## config.mk

```make
export PLATFORM = sky130hd
export DESIGN_NAME = lf_gap_writer
export DESIGN_NICKNAME = d
export VERILOG_FILES = /design/src/rtl/lfw_pkg.sv /design/src/rtl/lfw_tick_gen.sv /design/src/rtl/lfw_frame_reg.sv /design/src/rtl/lfw_phase_seq.sv /design/src/rtl/lf_gap_writer.sv
export SDC_FILE = /design/constraint.sdc
export NUM_CORES = 1
export LEC_CHECK = 0
export ABC_CLOCK_PERIOD_IN_PS = 3200
export BUFFER_PORTS_ARGS = -buffer_cell sky130_fd_sc_hd__buf_2
export CAP_MARGIN = 25
export CORE_ASPECT_RATIO = 1.25
export CORE_MARGIN = 2
export CORE_UTILIZATION = 35
export CTS_CLUSTER_DIAMETER = 80
export DETAILED_ROUTE_END_ITERATION = 10
export PLACE_DENSITY = 0.58
export SKIP_CTS_REPAIR_TIMING = 1
export SLEW_MARGIN = 20
export SYNTH_ARGS = -nofsm -noshare
export SYNTH_HDL_FRONTEND = slang
export SYNTH_SLANG_ARGS = --single-unit
```

## constraint.sdc

```tcl
create_clock -name clk -period 3.2 [get_ports clk]
set_input_delay 0.16 -clock clk [delete_from_list [all_inputs] [get_ports clk]]
set_output_delay 0.16 -clock clk [all_outputs]
set_load 0.02 [all_outputs]
```

## src/rtl/lfw_pkg.sv

```systemverilog
`timescale 1ns/1ps
package lfw_pkg;
   typedef enum logic [2:0] {
      ST_IDLE   = 3'd0,
      ST_SETTLE = 3'd1,
      ST_SGAP   = 3'd2,
      ST_MARK   = 3'd3,
      ST_SPACE  = 3'd4,
      ST_PROG   = 3'd5
   } wr_state_t;

   localparam logic [1:0] WR_OPCODE = 2'b10;
   localparam logic       WR_LOCK   = 1'b0;
   localparam int         HDR_W     = 3;

   function automatic int max_of(input int a, input int b);
      return (a > b) ? a : b;
   endfunction
endpackage

```

## src/rtl/lfw_tick_gen.sv

```systemverilog
`timescale 1ns/1ps
module lfw_tick_gen #(
   parameter int CLK_PER_US = 200
) (
   input  logic clk,
   input  logic rst_n,
   input  logic run,
   output logic tick
);
   generate
      if (CLK_PER_US < 1) begin : g_bad_div
         $error("CLK_PER_US must be at least 1");
      end
      if (CLK_PER_US == 1) begin : g_direct
         assign tick = run;
      end else begin : g_count
         localparam int DW = $clog2(CLK_PER_US);
         localparam logic [DW-1:0] DIV_LAST = DW'(CLK_PER_US - 1);
         logic [DW-1:0] div_q;
         always_ff @(posedge clk) begin
            if (!rst_n || !run) begin
               div_q <= '0;
            end else if (div_q == DIV_LAST) begin
               div_q <= '0;
            end else begin
               div_q <= div_q + 1'b1;
            end
         end
         assign tick = run && (div_q == DIV_LAST);
      end
   endgenerate
endmodule

```

## src/rtl/lfw_frame_reg.sv

```systemverilog
`timescale 1ns/1ps
module lfw_frame_reg
   import lfw_pkg::*;
#(
   parameter int DATA_W  = 32,
   parameter int ADDR_W  = 3,
   parameter int FRAME_W = HDR_W + DATA_W + ADDR_W,
   parameter int IDX_W   = $clog2(FRAME_W)
) (
   input  logic               clk,
   input  logic               rst_n,
   input  logic               load,
   input  logic [DATA_W-1:0]  data,
   input  logic [ADDR_W-1:0]  addr,
   input  logic [IDX_W-1:0]   idx,
   output logic [FRAME_W-1:0] frame_q,
   output logic               cur_bit
);
   localparam logic [IDX_W-1:0] TOP_IDX = IDX_W'(FRAME_W - 1);

   always_ff @(posedge clk) begin
      if (!rst_n) begin
         frame_q <= '0;
      end else if (load) begin
         frame_q <= {WR_OPCODE, WR_LOCK, data, addr};
      end
   end

   assign cur_bit = frame_q[TOP_IDX - idx];
endmodule

```

## src/rtl/lfw_phase_seq.sv

```systemverilog
`timescale 1ns/1ps
module lfw_phase_seq
   import lfw_pkg::*;
#(
   parameter int SETTLE_US    = 150000,
   parameter int START_GAP_US = 250,
   parameter int ZERO_US      = 144,
   parameter int ONE_US       = 400,
   parameter int GAP_US       = 160,
   parameter int PROG_US      = 20000,
   parameter int FRAME_W      = 38,
   parameter int IDX_W        = $clog2(FRAME_W)
) (
   input  logic             clk,
   input  logic             rst_n,
   input  logic             start,
   input  logic             tick,
   input  logic             cur_bit,
   output wr_state_t        state,
   output logic             load,
   output logic             done,
   output logic [IDX_W-1:0] bit_idx
);
   localparam int MAX_US = max_of(max_of(max_of(SETTLE_US, START_GAP_US),
                                         max_of(ZERO_US, ONE_US)),
                                  max_of(GAP_US, PROG_US));
   localparam int CW = $clog2(MAX_US + 1);
   localparam logic [CW-1:0] END_SETTLE = CW'(SETTLE_US - 1);
   localparam logic [CW-1:0] END_SGAP   = CW'(START_GAP_US - 1);
   localparam logic [CW-1:0] END_ZERO   = CW'(ZERO_US - 1);
   localparam logic [CW-1:0] END_ONE    = CW'(ONE_US - 1);
   localparam logic [CW-1:0] END_GAP    = CW'(GAP_US - 1);
   localparam logic [CW-1:0] END_PROG   = CW'(PROG_US - 1);
   localparam logic [IDX_W-1:0] LAST_IDX = IDX_W'(FRAME_W - 1);

   generate
      if (SETTLE_US < 1 || START_GAP_US < 1 || ZERO_US < 1 ||
          ONE_US < 1 || GAP_US < 1 || PROG_US < 1) begin : g_bad_len
         $error("every duration must be at least one microsecond");
      end
      if (ZERO_US == ONE_US) begin : g_bad_marks
         $error("zero and one marks must differ");
      end
   endgenerate

   logic [CW-1:0] us_cnt;
   logic [CW-1:0] span_end;
   logic          phase_end;

   always_comb begin
      unique case (state)
         ST_SETTLE: span_end = END_SETTLE;
         ST_SGAP:   span_end = END_SGAP;
         ST_MARK:   span_end = cur_bit ? END_ONE : END_ZERO;
         ST_SPACE:  span_end = END_GAP;
         ST_PROG:   span_end = END_PROG;
         default:   span_end = '0;
      endcase
   end

   assign phase_end = tick && (us_cnt == span_end);
   assign load      = (state == ST_IDLE) && start;

   always_ff @(posedge clk) begin
      if (!rst_n) begin
         state   <= ST_IDLE;
         us_cnt  <= '0;
         bit_idx <= '0;
         done    <= 1'b0;
      end else begin
         done <= 1'b0;
         if (state == ST_IDLE) begin
            if (start) begin
               state   <= ST_SETTLE;
               us_cnt  <= '0;
               bit_idx <= '0;
            end
         end else if (phase_end) begin
            us_cnt <= '0;
            unique case (state)
               ST_SETTLE: state <= ST_SGAP;
               ST_SGAP:   state <= ST_MARK;
               ST_MARK:   state <= ST_SPACE;
               ST_SPACE: begin
                  if (bit_idx == LAST_IDX) begin
                     state <= ST_PROG;
                  end else begin
                     state   <= ST_MARK;
                     bit_idx <= bit_idx + 1'b1;
                  end
               end
               ST_PROG: begin
                  state <= ST_IDLE;
                  done  <= 1'b1;
               end
               default: state <= ST_IDLE;
            endcase
         end else if (tick) begin
            us_cnt <= us_cnt + 1'b1;
         end
      end
   end
endmodule

```

## src/rtl/lf_gap_writer.sv

```systemverilog
`timescale 1ns/1ps
module lf_gap_writer
   import lfw_pkg::*;
#(
   parameter int CLK_PER_US   = 200,
   parameter int SETTLE_US    = 150000,
   parameter int START_GAP_US = 250,
   parameter int ZERO_US      = 144,
   parameter int ONE_US       = 400,
   parameter int GAP_US       = 160,
   parameter int PROG_US      = 20000,
   parameter int DATA_W       = 32,
   parameter int ADDR_W       = 3
) (
   input  logic              clk,
   input  logic              rst_n,
   input  logic              start_i,
   input  logic [DATA_W-1:0] data_i,
   input  logic [ADDR_W-1:0] blk_addr_i,
   output logic              carrier_on_o,
   output logic              busy_o,
   output logic              done_o
);
   localparam int FRAME_W = HDR_W + DATA_W + ADDR_W;
   localparam int IDX_W   = $clog2(FRAME_W);

   wr_state_t          st;
   logic               tick;
   logic               cur_bit;
   logic               load;
   logic [FRAME_W-1:0] frame_q;
   logic [IDX_W-1:0]   bit_idx;

   lfw_tick_gen #(.CLK_PER_US(CLK_PER_US)) u_tick (
      .clk  (clk),
      .rst_n(rst_n),
      .run  (busy_o),
      .tick (tick)
   );

   lfw_frame_reg #(
      .DATA_W (DATA_W),
      .ADDR_W (ADDR_W),
      .FRAME_W(FRAME_W),
      .IDX_W  (IDX_W)
   ) u_frame (
      .clk    (clk),
      .rst_n  (rst_n),
      .load   (load),
      .data   (data_i),
      .addr   (blk_addr_i),
      .idx    (bit_idx),
      .frame_q(frame_q),
      .cur_bit(cur_bit)
   );

   lfw_phase_seq #(
      .SETTLE_US   (SETTLE_US),
      .START_GAP_US(START_GAP_US),
      .ZERO_US     (ZERO_US),
      .ONE_US      (ONE_US),
      .GAP_US      (GAP_US),
      .PROG_US     (PROG_US),
      .FRAME_W     (FRAME_W),
      .IDX_W       (IDX_W)
   ) u_seq (
      .clk    (clk),
      .rst_n  (rst_n),
      .start  (start_i),
      .tick   (tick),
      .cur_bit(cur_bit),
      .state  (st),
      .load   (load),
      .done   (done_o),
      .bit_idx(bit_idx)
   );

   assign busy_o       = (st != ST_IDLE);
   assign carrier_on_o = !((st == ST_SGAP) || (st == ST_SPACE));
endmodule

```

==> results.json <==
{
  "rsz0062_at_grt": "false",
  "postRouteAntennaNets": 0,
  "fin_nets": 589,
  "core_um2": 11500,
  "ys_ff_latch": 72,
  "report.final.hold_viol_count": 0,
  "synth_fp_nets": 564,
  "synth_cell_types": 55,
  "ys_async_sr_fraction_pct": 0,
  "crit_path_end_kind": "register",
  "grt_first_pass_wirelength_um": 16400,
  "hp-class": "in2reg",
  "clk_latency_ns": 0.33,
  "final_util_pct": 40.9,
  "seq_power_share_pct": 43.9,
  "first_pass_iters": 4,
  "final_cell_area_um2": 4680,
  "antennaDiodeCount": 0,
  "p_sw_mw": 0.600,
  "cp-start-kind": "register",
  "worstHoldEndpoint": "u_frame.frame_q[22]",
  "numPortBuffers": 40,
  "gp_congestion": 0.790,
  "fin_tns_setup_ns": 0,
  "min_from": "data_i[19]",
  "area_delta_synth_final_pct": 15.3,
  "wire_per_inst_um": 13.8,
  "grt_pass1_vias": 3506,
  "pin_count": 41,
  "root_buffer": "clkbuf_16",
  "drt_iter0_markers": 203,
  "die_area_um2": 12500,
  "routed-via-count": 3746,
  "cts_tree": "done",
  "r2r_end": "u_seq.bit_idx[1]",
  "max_cap_violations": 0,
  "start_util_pct": 35.4,
  "cts.clk_slew.worst_paths_ns": 0.06,
  "antenna_found_initial": 0,
  "ir_drop_v": 0.000335,
  "skew_ns": 0.00591,
  "rows": 44,
  "outcome": "completed",
  "overflow": 0,
  "r2r_start": "u_seq.state[2]",
  "r2r_slack_ns": 0.22,
  "viasPerCell": 5.44,
  "yosysWarningCount": 0,
  "cts.sinks": 72,
  "grtUsageTotal_pct": 16.0,
  "period_share_pct": 93.3,
  "layout_commonest_cell": "nand2_1",
  "hpwl_um": 6900,
  "holdPathStages": 3,
  "wirelength_um": 9540,
  "p_leak_nw": 1.77,
  "crit_fanout": 31,
  "htree_levels": 3,
  "power_switching_share_pct": 27.1,
  "clkPwrFrac_pct": 41.3,
  "drv_slew": 0,
  "slew_headroom_pct": 47.9,
  "worstPathArrival_ns": 3.17,
  "die_w_um": 100,
  "syn_area_per_cell_um2": 7.79,
  "place_area_um2": 4380,
  "wl_met1_um": 4200,
  "clock.fmax_mhz": 335,
  "comb_power_share_pct": 14.8,
  "syn_inst": 521,
  "worst_slew_pin_slew_ns": 0.782,
  "crit_start": "u_seq.state[2]",
  "grt_start_max_net_pins": 38,
  "final_cell_mix": "nand2_1 (115), dfxtp_1 (72), buf_2 (40)",
  "wl_met3_um": 251,
  "power_density_nw_per_um2": 474,
  "synth_seq_area_share_pct": 35.5,
  "top_layer_used": "met4",
  "setup_viol": 0,
  "cp.required_ns": 3.38,
  "criticalPathCategory": "reg2reg",
  "synth_edf_count": 0,
  "internal-power_mw": 1.62,
  "wl_met2_um": 4850,
  "clock_path_buffers": 2,
  "cts_buffers": 9,
  "syn-cell-area_um2": 4060,
  "synth-main-ff-cell": "dfxtp_1",
  "drive_gt1_share_pct": 15.2,
  "finalCriticalPeriod_ns": 2.98,
  "route.detailed.drc": 0,
  "die_y_um": 124,
  "reg2reg_depth": 6
}
[routing by layer]
layer	GRT usage [%]	up-vias
li1	-	1905
met4	8.06	0
met1	19.0	1760
met3	2.69	18
met5	0	-
met2	27.2	63
[sequential cells by signal (all words and copies together), names as in the netlist]
| register | cells |
|---|---|
| u_frame.frame_q | 36 |
| u_seq.bit_idx | 6 |
| u_tick.g_count.div_q | 8 |
| u_seq.us_cnt | 18 |
| u_seq.done | 1 |
| u_seq.state | 3 |
[critical path: stages (launching register included)]
cell	delay, ns
dfxtp_1	0.43
or3b_2	0.53
and3_1	0.19
a211oi_1	0.20
or4b_4	0.66
o31ai_1	0.64
o21ai_0	0.16
[through the flow]
stage / hold WS [ns] / cells / setup slack, ns / power, mW
after CTS: 0.0511 / 688 / 0.239 / 2.24
after detailed placement: 0.406 / 672 / 0.233 / 1.32
after global placement: 0.400 / 672 / 0.283 / 1.31
final: 0.0659 / 689 / 0.216 / 2.22
after floorplan: 0.296 / 521 / 0.325 / 1.22
after global routing: 0.0700 / 689 / 0.00541 / 2.33
[Yosys cell counts, types with 2 or more instances]
cell | count | area share, %
nand4_1 | 7 | 1.1
o31ai_1 | 3 | 0.55
mux2i_1 | 14 | 3.5
mux2_1 | 2 | 0.55
a21boi_0 | 18 | 3.3
dfxtp_1 | 72 | 36
a31oi_1 | 6 | 0.92
a22oi_1 | 4 | 0.74
or3_1 | 5 | 0.77
buf_1 | 3 | 0.28
nor2b_1 | 13 | 2.0
and4_1 | 3 | 0.65
nand3_1 | 23 | 2.8
a21oi_1 | 27 | 3.3
xnor2_1 | 8 | 1.7
o311ai_0 | 25 | 5.4
nor3_1 | 9 | 1.1
clkbuf_1 | 29 | 2.7
a21o_1 | 3 | 0.55
nor2_1 | 31 | 2.9
and2_1 | 8 | 1.2
xor2_1 | 6 | 1.3
nand4b_1 | 2 | 0.43
nand2_1 | 115 | 11
o21ai_1 | 2 | 0.25
nand3b_1 | 4 | 0.74
and3_1 | 5 | 0.77
o21a_1 | 4 | 0.74
or2_2 | 3 | 0.46
mux4_2 | 4 | 2.2
ha_1 | 5 | 1.5
o311ai_1 | 2 | 0.43
o21ai_0 | 9 | 1.1
nor4_1 | 8 | 1.2
buf_2 | 8 | 0.99
nand2b_1 | 4 | 0.62
a211o_1 | 2 | 0.43
inv_1 | 8 | 0.74
[cells by family after synthesis]
kind of cell	count (synthesis)	synth area share (%)
multiplexers	21	6.50
AO/OA/AOI/OAI	112	19.1
XOR/XNOR	14	3.02
AND/OR/NAND/NOR	248	29.4
flip-flops	72	35.5
buffers and inverters	49	4.87
adder cells (fa/ha/maj)	5	1.54
[area by class of cell]
class | count | area, um^2
Fill cell | 1201 | 6770
Tap cell | 138 | 173
Clock buffer | 11 | 243
Inverter | 8 | 30.0
Multi-Input combinational cell | 400 | 2430
Timing Repair Buffer | 55 | 333
Clock inverter | 5 | 32.5
Sequential cell | 72 | 1440
[worst max-delay path by stage]
| stage | endpoint | slack [ns] | cells past startpoint |
|---|---|---|---|
| after detailed placement | u_seq.us_cnt[9] | 0.23 | 6 |
| final | u_seq.bit_idx[1] | 0.22 | 6 |
| after CTS | u_seq.bit_idx[1] | 0.24 | 6 |
| after floorplan | u_seq.bit_idx[4] | 0.32 | 13 |
| after global routing | u_seq.us_cnt[3] | 0.005 | 6 |
| after global placement | u_seq.us_cnt[9] | 0.28 | 6 |
[power by group through the flow]
stage / clock [mW] / sequential (mW) / combinational, mW
CTS: 0.940 / 0.973 / 0.331
global placement: 0 / 0.990 / 0.322
detailed placement: 0 / 0.993 / 0.331
floorplan: 0 / 0.981 / 0.238
global route: 0.976 / 0.978 / 0.372
finish: 0.916 / 0.972 / 0.329
No activity file was read; power rests on OpenSTA's default activity.
